--- src/rtl/usb_bd_pkg.sv ---
// Shared types for the endpoint descriptor engine.
// Assumes: nothing beyond IEEE 1800-2017.
package usb_bd_pkg;
    typedef enum logic [1:0] {
        XF_IDLE = 2'd0,
        XF_SEND = 2'd1,
        XF_RECV = 2'd2
    } xf_state_t;
endpackage

--- src/rtl/usb_bd_store.sv ---
// Four descriptor slots indexed by {dir, odd}, dir 1 = IN.
// Hardware write-back takes precedence over a software write to the same slot.
// Assumes: write-back never changes the address word.
module usb_bd_store #(
    parameter int CNT_W  = 10,
    parameter int ADDR_W = 10,
    localparam int SW    = CNT_W + 3
) (
    input  logic              clk,
    input  logic              rst_n,
    input  logic              sw_wr,
    input  logic              sw_dir,
    input  logic              sw_odd,
    input  logic [SW-1:0]     sw_stat,
    input  logic [ADDR_W-1:0] sw_addr,
    input  logic              wb_en,
    input  logic              wb_dir,
    input  logic              wb_odd,
    input  logic [SW-1:0]     wb_stat,
    input  logic              sel_in_odd,
    input  logic              sel_out_odd,
    output logic [SW-1:0]     in_stat,
    output logic [ADDR_W-1:0] in_addr,
    output logic [SW-1:0]     out_stat,
    output logic [ADDR_W-1:0] out_addr,
    input  logic              rd_dir,
    input  logic              rd_odd,
    output logic [SW-1:0]     rd_stat,
    output logic [ADDR_W-1:0] rd_addr
);
    localparam int NSLOT = 4;

    logic [SW-1:0]     stat_q [NSLOT];
    logic [ADDR_W-1:0] addr_q [NSLOT];

    // Slot update: reset, hardware write-back, or software write.
    always_ff @(posedge clk) begin
        for (int s = 0; s < NSLOT; s++) begin
            if (!rst_n) begin
                stat_q[s] <= '0;
                addr_q[s] <= '0;
            end else if (wb_en && s == int'({wb_dir, wb_odd})) begin
                stat_q[s] <= wb_stat;
            end else if (sw_wr && s == int'({sw_dir, sw_odd})) begin
                stat_q[s] <= sw_stat;
                addr_q[s] <= sw_addr;
            end
        end
    end

    // Current descriptor of each direction and the software readback view.
    always_comb begin
        in_stat  = stat_q[{1'b1, sel_in_odd}];
        in_addr  = addr_q[{1'b1, sel_in_odd}];
        out_stat = stat_q[{1'b0, sel_out_odd}];
        out_addr = addr_q[{1'b0, sel_out_odd}];
        rd_stat  = stat_q[{rd_dir, rd_odd}];
        rd_addr  = addr_q[{rd_dir, rd_odd}];
    end
endmodule

--- src/rtl/usb_bd_xfer.sv ---
// Transfer sequencer: accepts tokens, moves bytes, and produces the write-back.
// Assumes: buffer memory reads are combinational, and rx_eop arrives in a
// cycle of its own after the data bytes.
module usb_bd_xfer
    import usb_bd_pkg::*;
#(
    parameter int CNT_W  = 10,
    parameter int ADDR_W = 10,
    localparam int SW    = CNT_W + 3
) (
    input  logic              clk,
    input  logic              rst_n,
    input  logic              tok_valid,
    input  logic              tok_in,
    input  logic [SW-1:0]     in_stat,
    input  logic [ADDR_W-1:0] in_addr,
    input  logic [SW-1:0]     out_stat,
    input  logic [ADDR_W-1:0] out_addr,
    input  logic              tx_ready,
    input  logic              rx_valid,
    input  logic [7:0]        rx_data,
    input  logic              rx_eop,
    output logic              ptr_in_odd,
    output logic              ptr_out_odd,
    output logic              hs_nak,
    output logic              tx_valid,
    output logic              tx_last,
    output logic              tx_toggle,
    output logic              tx_zlp,
    output logic [ADDR_W-1:0] mem_addr,
    output logic              mem_we,
    output logic [7:0]        mem_wdata,
    output logic              wb_en,
    output logic              wb_dir,
    output logic              wb_odd,
    output logic [SW-1:0]     wb_stat
);
    localparam int OWN_B = CNT_W + 2;
    localparam int TOG_B = CNT_W + 1;

    xf_state_t         st;
    logic [ADDR_W-1:0] cur;
    logic [CNT_W-1:0]  remain, limit, nbytes;
    logic              tog, ovf, nak_q, zlp_q;

    logic             in_own, out_own, zlp_now, send_end, recv_end;
    logic [CNT_W-1:0] in_cnt, out_cnt;

    // Field extraction from the current descriptors.
    always_comb begin
        in_own  = in_stat[OWN_B];
        out_own = out_stat[OWN_B];
        in_cnt  = in_stat[CNT_W-1:0];
        out_cnt = out_stat[CNT_W-1:0];
    end

    // Completion conditions and the status word written back.
    always_comb begin
        zlp_now  = (st == XF_IDLE) && tok_valid && tok_in && in_own && (in_cnt == '0);
        send_end = (st == XF_SEND) && tx_ready && (remain == CNT_W'(1));
        recv_end = (st == XF_RECV) && rx_eop;
        wb_en    = zlp_now || send_end || recv_end;
        wb_dir   = !recv_end;
        wb_odd   = recv_end ? ptr_out_odd : ptr_in_odd;
        if (recv_end)
            wb_stat = {1'b0, tog, ovf, nbytes};
        else if (send_end)
            wb_stat = {1'b0, tog, 1'b0, limit};
        else
            wb_stat = {1'b0, in_stat[TOG_B], 1'b0, {CNT_W{1'b0}}};
    end

    // Stream and memory side outputs.
    always_comb begin
        tx_valid  = (st == XF_SEND);
        tx_last   = (st == XF_SEND) && (remain == CNT_W'(1));
        tx_toggle = tog;
        tx_zlp    = zlp_q;
        hs_nak    = nak_q;
        mem_addr  = cur;
        mem_wdata = rx_data;
        mem_we    = (st == XF_RECV) && rx_valid && !rx_eop && (nbytes < limit);
    end

    // Sequencer state, pointers and per-transfer counters.
    always_ff @(posedge clk) begin
        if (!rst_n) begin
            st          <= XF_IDLE;
            cur         <= '0;
            remain      <= '0;
            limit       <= '0;
            nbytes      <= '0;
            tog         <= 1'b0;
            ovf         <= 1'b0;
            nak_q       <= 1'b0;
            zlp_q       <= 1'b0;
            ptr_in_odd  <= 1'b0;
            ptr_out_odd <= 1'b0;
        end else begin
            nak_q <= 1'b0;
            zlp_q <= 1'b0;
            if (wb_en && wb_dir)  ptr_in_odd  <= !ptr_in_odd;
            if (wb_en && !wb_dir) ptr_out_odd <= !ptr_out_odd;
            unique case (st)
                XF_IDLE: begin
                    if (tok_valid && tok_in) begin
                        if (!in_own) begin
                            nak_q <= 1'b1;
                        end else if (in_cnt == '0) begin
                            zlp_q <= 1'b1;
                        end else begin
                            st     <= XF_SEND;
                            cur    <= in_addr;
                            remain <= in_cnt;
                            limit  <= in_cnt;
                            tog    <= in_stat[TOG_B];
                        end
                    end else if (tok_valid) begin
                        if (!out_own) begin
                            nak_q <= 1'b1;
                        end else begin
                            st     <= XF_RECV;
                            cur    <= out_addr;
                            limit  <= out_cnt;
                            nbytes <= '0;
                            ovf    <= 1'b0;
                            tog    <= out_stat[TOG_B];
                        end
                    end
                end
                XF_SEND: begin
                    if (tx_ready) begin
                        cur    <= cur + ADDR_W'(1);
                        remain <= remain - CNT_W'(1);
                        if (remain == CNT_W'(1)) st <= XF_IDLE;
                    end
                end
                XF_RECV: begin
                    if (rx_eop) begin
                        st <= XF_IDLE;
                    end else if (rx_valid) begin
                        if (nbytes < limit) begin
                            cur    <= cur + ADDR_W'(1);
                            nbytes <= nbytes + CNT_W'(1);
                        end else begin
                            ovf <= 1'b1;
                        end
                    end
                end
                default: st <= XF_IDLE;
            endcase
        end
    end
endmodule

--- src/rtl/usb_bd_irq.sv ---
// Sticky transfer-complete flag with write-1-to-clear; a set wins over a clear.
// Assumes: set is a single-cycle completion strobe.
module usb_bd_irq (
    input  logic clk,
    input  logic rst_n,
    input  logic set,
    input  logic clr,
    output logic flag
);
    // Flag register.
    always_ff @(posedge clk) begin
        if (!rst_n)   flag <= 1'b0;
        else if (set) flag <= 1'b1;
        else if (clr) flag <= 1'b0;
    end
endmodule

--- src/rtl/usb_bd_engine.sv ---
// Top of the ping-pong endpoint descriptor engine: descriptor store,
// transfer sequencer and completion flag.
// Assumes: an external byte memory with combinational read data.
module usb_bd_engine #(
    parameter int CNT_W  = 10,
    parameter int ADDR_W = 10,
    localparam int SW    = CNT_W + 3
) (
    input  logic              clk,
    input  logic              rst_n,
    input  logic              sw_wr,
    input  logic              sw_dir,
    input  logic              sw_odd,
    input  logic [SW-1:0]     sw_stat,
    input  logic [ADDR_W-1:0] sw_addr,
    input  logic              rd_dir,
    input  logic              rd_odd,
    output logic [SW-1:0]     rd_stat,
    output logic [ADDR_W-1:0] rd_addr,
    input  logic              irq_clr,
    output logic              trn_irq,
    output logic              ptr_in_odd,
    output logic              ptr_out_odd,
    input  logic              tok_valid,
    input  logic              tok_in,
    output logic              hs_nak,
    output logic              tx_valid,
    input  logic              tx_ready,
    output logic [7:0]        tx_data,
    output logic              tx_last,
    output logic              tx_toggle,
    output logic              tx_zlp,
    input  logic              rx_valid,
    input  logic [7:0]        rx_data,
    input  logic              rx_eop,
    output logic [ADDR_W-1:0] mem_addr,
    output logic              mem_we,
    output logic [7:0]        mem_wdata,
    input  logic [7:0]        mem_rdata
);
    logic [SW-1:0]     in_stat, out_stat, wb_stat;
    logic [ADDR_W-1:0] in_addr, out_addr;
    logic              wb_en, wb_dir, wb_odd;

    usb_bd_store #(.CNT_W(CNT_W), .ADDR_W(ADDR_W)) u_store (
        .clk(clk), .rst_n(rst_n),
        .sw_wr(sw_wr), .sw_dir(sw_dir), .sw_odd(sw_odd),
        .sw_stat(sw_stat), .sw_addr(sw_addr),
        .wb_en(wb_en), .wb_dir(wb_dir), .wb_odd(wb_odd), .wb_stat(wb_stat),
        .sel_in_odd(ptr_in_odd), .sel_out_odd(ptr_out_odd),
        .in_stat(in_stat), .in_addr(in_addr),
        .out_stat(out_stat), .out_addr(out_addr),
        .rd_dir(rd_dir), .rd_odd(rd_odd), .rd_stat(rd_stat), .rd_addr(rd_addr)
    );

    usb_bd_xfer #(.CNT_W(CNT_W), .ADDR_W(ADDR_W)) u_xfer (
        .clk(clk), .rst_n(rst_n),
        .tok_valid(tok_valid), .tok_in(tok_in),
        .in_stat(in_stat), .in_addr(in_addr),
        .out_stat(out_stat), .out_addr(out_addr),
        .tx_ready(tx_ready), .rx_valid(rx_valid), .rx_data(rx_data), .rx_eop(rx_eop),
        .ptr_in_odd(ptr_in_odd), .ptr_out_odd(ptr_out_odd),
        .hs_nak(hs_nak), .tx_valid(tx_valid), .tx_last(tx_last),
        .tx_toggle(tx_toggle), .tx_zlp(tx_zlp),
        .mem_addr(mem_addr), .mem_we(mem_we), .mem_wdata(mem_wdata),
        .wb_en(wb_en), .wb_dir(wb_dir), .wb_odd(wb_odd), .wb_stat(wb_stat)
    );

    usb_bd_irq u_irq (
        .clk(clk), .rst_n(rst_n), .set(wb_en), .clr(irq_clr), .flag(trn_irq)
    );

    // Transmit data comes straight from the buffer memory.
    always_comb tx_data = mem_rdata;
endmodule

--- config.mk ---
export PLATFORM = sky130hd
export DESIGN_NAME = usb_bd_engine
export DESIGN_NICKNAME = d
export VERILOG_FILES = /design/src/rtl/usb_bd_pkg.sv /design/src/rtl/usb_bd_store.sv /design/src/rtl/usb_bd_xfer.sv /design/src/rtl/usb_bd_irq.sv /design/src/rtl/usb_bd_engine.sv
export SDC_FILE = /design/constraint.sdc
export NUM_CORES = 1
export LEC_CHECK = 0
export CORE_MARGIN = 4
export CORE_UTILIZATION = 58
export CTS_BUF_LIST = sky130_fd_sc_hd__clkbuf_2 sky130_fd_sc_hd__clkbuf_4 sky130_fd_sc_hd__clkbuf_8
export DETAILED_ROUTE_END_ITERATION = 6
export PLACE_DENSITY = 0.91
export SLEW_MARGIN = 20
export SYNTH_ARGS = -nofsm -noshare
export SYNTH_HDL_FRONTEND = slang
export SYNTH_SLANG_ARGS = --single-unit
--- constraint.sdc ---
create_clock -name clk -period 2.85 [get_ports clk]
set_input_delay 0.285 -clock clk [delete_from_list [all_inputs] [get_ports clk]]
set_output_delay 0.285 -clock clk [all_outputs]
set_load 0.02 [all_outputs]
* Word level (Yosys, flattened, before mapping)
Memories as Yosys holds them, arrays and structs flattened. A register that Yosys moved wholly into a read port is not among the register bits.
Index checks and enable logic that the tools add are counted.
** Operators by class
- Magnitude comparators :: 1
- Add/sub/neg operators :: 3
- Muxes and demuxes :: 105
- Reduce and logical (&&, ||, !) cells :: 46
- Bitwise operators :: 12
- Eq/ne operators :: 28
** Operators with widths (count)
- 2-to-1 mux 10 bit :: 26
- 2-to-1 mux 13 bit :: 9
- 2-to-1 mux 1 bit :: 48
- one-hot mux 10 bit (2 select lines) :: 2
- 2-to-1 mux 2 bit :: 16
- one-hot mux 10 bit (3 select lines) :: 1
- logical AND 1 bit :: 22
- AND reduction 7 bit :: 3
- adder 10 x 1 -> 10 bit, second input constant :: 2
- != test 2 bit, second input constant :: 10
- 2-to-1 mux 12 bit :: 1
- bitwise OR 1 bit :: 12
- equality test 10 x 1 -> 1 bit, second input constant :: 1
- zero test 10 bit :: 1
- < comparator 10 bit :: 1
- != test 2 x 1 -> 1 bit, second input constant :: 5
- AND reduction 5 bit :: 2
- nonzero test 2 bit :: 5
- subtractor 10 x 1 -> 10 bit, second input constant :: 1
- AND reduction 9 bit :: 1
- equality test 2 bit, first input constant :: 4
- zero test 2 bit :: 3
- != test 3 x 2 -> 1 bit, second input constant :: 2
- != test 3 bit, second input constant :: 2
- other kinds (10) :: 15
** Word-level totals
- Word-level logic and storage cells :: 209
- Register bits after elaboration :: 49
- RAM bits :: 92
- Input bits :: 52
- Memories kept :: 2
- Output and inout bits :: 58
** Memories
- u_store.stat_q :: depth 4, width 13, rd ports 3, clocked after memory_dff 2, write ports 4, line usb_bd_store.sv:33 : logic [SW-1:0] stat_q [NSLOT];
- u_store.addr_q :: depth 4, width 10, rd ports 3, clocked after memory_dff 2, write ports 4, line usb_bd_store.sv:34 : logic [ADDR_W-1:0] addr_q [NSLOT];

* Logic depth before layout (Yosys ltp)
Gate-level depths: netlist of the first run.
- Depth after elaboration :: 13
- Depth in mapped cells :: 11
- Depth with buffers taken out :: 8

* Hierarchy
A second synthesis of the first run with hierarchy kept.
** Second synthesis, totals
- Cell total of the unflattened synthesis :: 829
- Area, all modules :: 8629.5 um^2
** By module, submodules not included
- usb_bd_store :: times used 1, cells each 352, area each 5031.1 um^2, seq. area each 2762.6 um^2
- usb_bd_xfer :: times used 1, cells each 466, area each 3497.1 um^2, seq. area each 960.9 um^2
- usb_bd_engine :: times used 1, cells each 8, area each 60.1 um^2, seq. area each 0.0 um^2
- usb_bd_irq :: times used 1, cells each 3, area each 41.3 um^2, seq. area each 20.0 um^2

* Worst setup path before layout of the first run
OpenSTA, ideal clock, no wires.
- Path type :: register to register
- From :: register u_xfer.st[0]
- To :: memory u_store.stat_q[0][0] (netlist name), enable pin
- Data required time :: 2.525 ns
- Arrival time :: 2.156 ns
- Stages on the path, launching flop included :: 7
- Path buffers :: 0
- Library setup time :: 0.325 ns
- Path slack :: 0.368 ns
- Period minus slack after synthesis :: 2.482 ns
- Path through :: dfxtp_1 > inv_1 > ha_1 > nand2_1 > nor2_1 > o31ai_1 > or2_2
** RTL lines
- from (decl) :: line usb_bd_xfer.sv:41 : xf_state_t st;
- from (signal assigned) :: line usb_bd_xfer.sv:88 : st <= XF_IDLE;
- from (signal assigned) :: line usb_bd_xfer.sv:112 : st <= XF_SEND;
- from (signal assigned) :: line usb_bd_xfer.sv:122 : st <= XF_RECV;
- to (decl) :: line usb_bd_store.sv:33

==> results of run 1 <==
## repair_timing
action | CTS | global route
hold buffers | 0 | 0
cloned | 0 | 0
setup buffers | 0 | 0
hold endpoints to repair | 0 | 0
gates resized for setup | 1 | 4
setup endpoints to repair | 1 | 1
## flip-flops by register name (all words and copies together), names as in the netlist, named ones only
| name | cells |
|---|---|
| u_store.stat_q | 52 |
| u_store.addr_q | 40 |
| u_xfer.limit | 10 |
| u_xfer.mem_addr | 10 |
| u_xfer.nbytes | 10 |
| u_xfer.remain | 10 |
| u_xfer.st | 2 |
| u_irq.flag | 1 |
| u_xfer.hs_nak | 1 |
| u_xfer.ovf | 1 |
| u_xfer.ptr_in_odd | 1 |
| u_xfer.ptr_out_odd | 1 |
| u_xfer.tx_toggle | 1 |
| u_xfer.tx_zlp | 1 |
## critical path, cell delays in order, from the launching register on
cell and delay (ns):
edfxtp_1 0.43, nor4_1 0.58, nand3_1 0.35, a21boi_2 0.38, o21ai_2 0.14, nand2_1 0.08
nand2_1 0.32
## final cells by class
type                    instances  area [um2]
fillers                       979        4270
multi-input cells             585        4170
clock inverters                11         163
flip-flops and latches        143        3780
repair buffers                121        1100
clock buffers                  20         263
inverters                      18        67.6
well taps                     180         225
## power groups by stage
stage / Combinational, mW / Clock, mW / Sequential, mW
floorplan: 1.07 / 0 / 2.63
global placement: 1.62 / 0 / 2.61
detailed placement: 1.66 / 0 / 2.62
CTS: 1.67 / 1.78 / 2.58
global route: 1.83 / 1.87 / 2.61
finish: 1.70 / 1.78 / 2.59
## final timing paths
check / cells past startpoint / from / endpoint / slack [ns]
worst max-delay path: 6 / u_store.stat_q[3][6] / u_store.addr_q[2][8] / 0.17
worst min-delay path: 3 / rst_n / u_xfer.st[1] / 0.15
worst max register to register: 6 / u_store.stat_q[3][6] / u_store.addr_q[2][8] / 0.17
worst min register to register: 2 / u_xfer.remain[8] / u_xfer.remain[8] / 0.47
## kinds of logic (layout without fill, tap and decap cells)
logic type,count (synthesis),after routing
AO/OA/AOI/OAI,187,187
XOR/XNOR,7,7
adder cells (fa/ha/maj),16,16
buffers and inverters,104,170
flip-flops,143,143
AND/OR/NAND/NOR,299,299
multiplexers,76,76
## layer usage
metal  up-vias  share of wire, %  global-route usage (%)
met5         -                 0                       0
met4         0               5.2                    15.5
met3       130                13                    7.89
met2       641                46                    47.6
met1      3533                36                    38.9
li1       3229                 -                       -
## cells in the final DEF (no fill, tap or decap), drive strengths merged, types with 7 or more instances in the layout
| cell | synthesis | routed |
|---|---|---|
| clkbuf | 42 | 21 |
| xor2 | 7 | 7 |
| and3 | 42 | 42 |
| ha | 16 | 16 |
| or3 | 7 | 7 |
| a22o | 14 | 14 |
| mux4 | 23 | 23 |
| a21oi | 39 | 39 |
| clkdlybuf4s50 | 0 | 74 |
| nor3 | 13 | 13 |
| a21o | 14 | 14 |
| mux2 | 15 | 15 |
| nand2b | 7 | 7 |
| nor2b | 12 | 12 |
| buf | 44 | 46 |
| o22ai | 7 | 7 |
| o21ai | 42 | 42 |
| nand3 | 68 | 68 |
| a211oi | 13 | 13 |
| inv | 18 | 20 |
| dfxtp | 51 | 51 |
| nor2 | 55 | 55 |
| a22oi | 13 | 13 |
| and2 | 14 | 14 |
| nand2 | 55 | 55 |
| edfxtp | 92 | 92 |
| mux2i | 38 | 38 |
## per-stage QoR
step           cells  power [mW]  instance area, um2
3_5_place_dp    1047        4.28                9340
3_3_place_gp    1047        4.23                9340
5_1_grt         1078        6.31                9770
4_1_cts         1078        6.03                9760
2_1_floorplan    832        3.70                8410
6_report        1078        6.07                9770
==> impl_metrics.tcl, run 1 <==
set metrics [dict create \
    cp.arrival_ns 2.76 \
    power_switching_mw 1.96 \
    synth_top_family_by_area "simple AND/OR/NAND/NOR gates" \
    synth.most_common_cell "edfxtp_1" \
    final_util_pct 69.6 \
    setup_tns_ns 0 \
    drt_pass1_iterations 6 \
    gp_congestion 0.961 \
    slew_headroom_pct 51.6 \
    worst_clock_skew_ns 0.0201 \
    dr_total_vias 7533 \
    swShare_pct 32.3 \
    cts_tree "yes" \
    hold_viol_final 0 \
    ys_types 61 \
    pwr-share-seq_pct 42.6 \
    worstPathRequired_ns 2.93 \
    path_class "reg -> reg" \
    die-area_um2 16500 \
    drive_gt1_share_pct 14.7 \
    yosys_warnings 0 \
    grt_pass1_vias 7090 \
    synth_compound_area_share_pct 15.1 \
    hpwl_um 16600 \
    routed_wl_um 24800 \
    synthSimpleGateAreaFrac_pct 18.4 \
    grt_max_degree 51 \
    numCtsBuffers 17 \
    peakVddDrop_mv 0.574 \
    cp_max_fo 10 \
    pre_cts_slack_ns 0.290 \
    endpoint_kind "flip-flop" \
    drtAntennaViolNets 0 \
    yosys-top-cells-count "92 x edfxtp_1, 68 x nand3_1, 55 x nor2_1" \
    io_pins 110 \
    initial_utilization_pct 59.9 \
    period_share_pct 94.1 \
    hold_path_class "in -> reg" \
    leakage_nw 3.63 \
    synth_mux_area_share_pct 12.7 \
    power_frac_comb_pct 28.1 \
    synth_async_sr_flop_share_pct 0 \
    clkTransAtPathRegs_ns 0.08 \
    cts_root_buf "clkbuf_8" \
    first_iter_violations 1027 \
    syn_area_um2 8410 \
    fin_ws_ns 0.168 \
    num_rows 43 \
    worstSkewPairLatency_ns 0.48 \
    fmax_mhz 373 \
    fin_nets 954 \
    clock_path_buffers 2 \
    maxCapViolCount 0 \
    p_int_mw 4.11 \
    synth_fp_nets 900 \
    htree_levels 4 \
    yosysSeqAreaShare_pct 45.0 \
    period_minus_slack_ns 2.68 \
    start_kind "flip-flop" \
    post-route-drc-count 0 \
    synth_ff_type "edfxtp_1" \
    status "completed" \
    clkSinkCount 143 \
    synthAdderAreaFrac_pct 2.38 \
    synthCells 832 \
    numPortBuffers 77 \
    dieHeight_um 128 \
    die_w_um 128 \
    diodes 0 \
    synth_edf_count 92 \
    finalSetupViolations 0 \
    coreArea_um2 14000 \
    wl_per_cell_um 23.0 \
    rsz0062_at_grt "false" \
    track_usage_pct 30.3 \
    synth_xor_area_share_pct 0.729 \
    synth_area_leaders "edfxtp_1 33%, dfxtp_1 12%, mux4_2 6.2%, mux2i_1 4.5%, nand3_1 4.0%" \
    overflow 0 \
    hold_slack_ns 0.153 \
    via_per_inst 6.99 \
    area_growth_syn_to_layout_pct 16.1 \
    synth_area_leader_cell "edfxtp_1" \
    drv_slew 0 \
    grt_pass1_wl_um 38200 \
    powerDensity_nw_per_um2 622 \
    ys_ff_latch 143 \
    synthDominantCellAreaShare_pct 32.8 \
    antenna_found_initial 0 \
    synth_area_per_cell_um2 10.1 \
    worst_slew_pin_slew_ns 0.726 \
    clkPwrFrac_pct 29.3 \
]
Note: power is estimated with default switching activity, not from simulation.
==> run 2: changes to the inputs <==
- GPL_TIMING_DRIVEN: unset -> 0
==> impl_metrics.tcl, run 2 (synthesis results as in run 1) <==
set metrics [dict create \
    routed_wl_um 27400 \
    clkTransAtPathRegs_ns 0.08 \
    cp.arrival_ns 3.33 \
    start_kind "flip-flop" \
    leakage_nw 3.72 \
    peakVddDrop_mv 0.348 \
    fin_nets 1014 \
    antenna_found_initial 1 \
    area_growth_syn_to_layout_pct 20.1 \
    worst_slew_pin_slew_ns 0.818 \
    drt_pass1_iterations 7 \
    drtAntennaViolNets 0 \
    die-area_um2 16500 \
    power_frac_comb_pct 29.1 \
    coreArea_um2 14000 \
    r2r_cells 7 \
    overflow 0 \
    pre_cts_slack_ns -0.312 \
    status "finished, violations left" \
    path_class "reg -> reg" \
    die_w_um 128 \
    diodes 0 \
    via_per_inst 7.06 \
    grt_max_degree 20 \
    regMostFlops "u_store.stat_q" \
    maxCapViolCount 0 \
    worstSetupEndpoint "u_xfer.limit[4]" \
    pwr-share-seq_pct 41.8 \
    dr_total_vias 8047 \
    hold_viol_final 0 \
    numPortBuffers 91 \
    cts_root_buf "clkbuf_8" \
    wl_per_cell_um 24.0 \
    cts_tree "yes" \
    fin_ws_ns -0.118 \
    final_cell_mix "92 x edfxtp_1, 90 x clkdlybuf4s50_1, 66 x nand3_1, 55 x nor2_1, 53 x nand2_1" \
    reg.largest.list "u_store.stat_q x52, u_store.addr_q x40" \
    hold_buffers 0 \
    dieHeight_um 128 \
    final_common_cell "edfxtp_1" \
    hold_slack_ns 0.214 \
    drv_slew 0 \
    fin_total_pwr_mw 6.20 \
    period_minus_slack_ns 2.97 \
    hold_path_class "in -> reg" \
    fmax_mhz 337 \
    slew_headroom_pct 45.4 \
    power_switching_mw 2.09 \
    period_share_pct 104 \
    largest_reg_flops 52 \
    powerDensity_nw_per_um2 614 \
    swShare_pct 33.7 \
    p_int_mw 4.11 \
    finalSetupViolations 21 \
    clkPwrFrac_pct 29.1 \
    clock_path_buffers 2 \
    num_rows 43 \
    numCtsBuffers 17 \
    worst_clock_skew_ns 0.0146 \
    drive_gt1_share_pct 14.5 \
    clkSinkCount 143 \
    grt_pass1_vias 7633 \
    track_usage_pct 33.0 \
    worstSkewPairLatency_ns 0.49 \
    violations "DRC, setup timing" \
    endpoint_kind "flip-flop" \
    io_pins 110 \
    hpwl_um 19200 \
    cp_max_fo 10 \
    post-route-drc-count 1 \
    htree_levels 4 \
    r2r-end "u_xfer.limit[4]" \
    worstPathRequired_ns 3.21 \
    r2r_slack_ns -0.12 \
    initial_utilization_pct 59.9 \
    rsz0062_at_grt "true" \
    first_iter_violations 1445 \
    gp_congestion 1.01 \
    grt_pass1_wl_um 41300 \
]
## run 2: cell count changes in the layout (fill, tap and decap cells not counted), sizes merged
cell	before	now
clkdlybuf4s50	74	90
clkinvlp	0	3
buf	46	50
clkbuf	21	59
## run 2: through the flow
stage / area, um2 / TNS, ns / utilization, % / std cells
finish: 10100 / -0.501 / 71.9 / 1139
global route: 10100 / -1.05 / 71.9 / 1139
CTS: 10000 / -0.00938 / 71.5 / 1138
detailed placement: 9560 / -6.57 / 68.1 / 1104
global placement: 9550 / -17.84 / 68.0 / 1103
floorplan: 8410 / 0 / - / 832
## run 2: area by class of cell
cell class | count | area (um2)
buffer | 85 | 420
clock buffer | 18 | 241
clock inverter | 14 | 190
fill | 938 | 3940
inverter | 18 | 67.6
multi-input combinational | 585 | 4230
sequential | 143 | 3780
tap | 180 | 225
timing repair buffer | 96 | 946
## run 2: worst max-delay path: stages (launching register included)
cell and delay (ns):
dfxtp_1 0.53, buf_2 0.37, buf_2 0.34, buf_2 0.42, mux2i_1 0.61, o21ai_0 0.32
mux2i_1 0.20, nor2_1 0.05
## run 2: layer usage
metal | global-route usage [%] | share of wire (%) | up-vias
li1 | - | - | 3353
met1 | 41.0 | 34 | 3724
met2 | 51.2 | 45 | 779
met3 | 13.4 | 16 | 187
met4 | 13.7 | 5.8 | 4
met5 | 0 | 0.095 | -
## run 2: what timing repair did
action | CTS | global route
gates cloned | 0 | 0
gates resized for setup | 10 | 11
pin swaps | 1 | 1
hold endpoints to repair | 0 | 0
setup endpoints to repair | 28 | 76
buffers inserted | 3 | 1
## run 2: how the worst min path moves through the flow
stage / endpoint / cells after the start / from / slack, ns
floorplan: u_xfer.remain[8] / 2 / u_xfer.remain[8] / 0.44
global placement: u_xfer.remain[8] / 2 / u_xfer.remain[8] / 0.46
detailed placement: u_xfer.limit[1] / 2 / u_xfer.limit[1] / 0.47
CTS: u_xfer.hs_nak / 3 / tok_in / 0.21
global route: u_xfer.hs_nak / 3 / tok_in / 0.23
finish: u_xfer.hs_nak / 3 / tok_in / 0.21
## run 2: power groups by stage
stage	Sequential, mW	Combinational (mW)	Clock [mW]
final	2.59	1.80	1.80
after global routing	2.61	1.92	1.88
after detailed placement	2.63	1.71	0
after floorplan	2.63	1.07	0
after CTS	2.58	1.73	1.78
after global placement	2.61	1.66	0
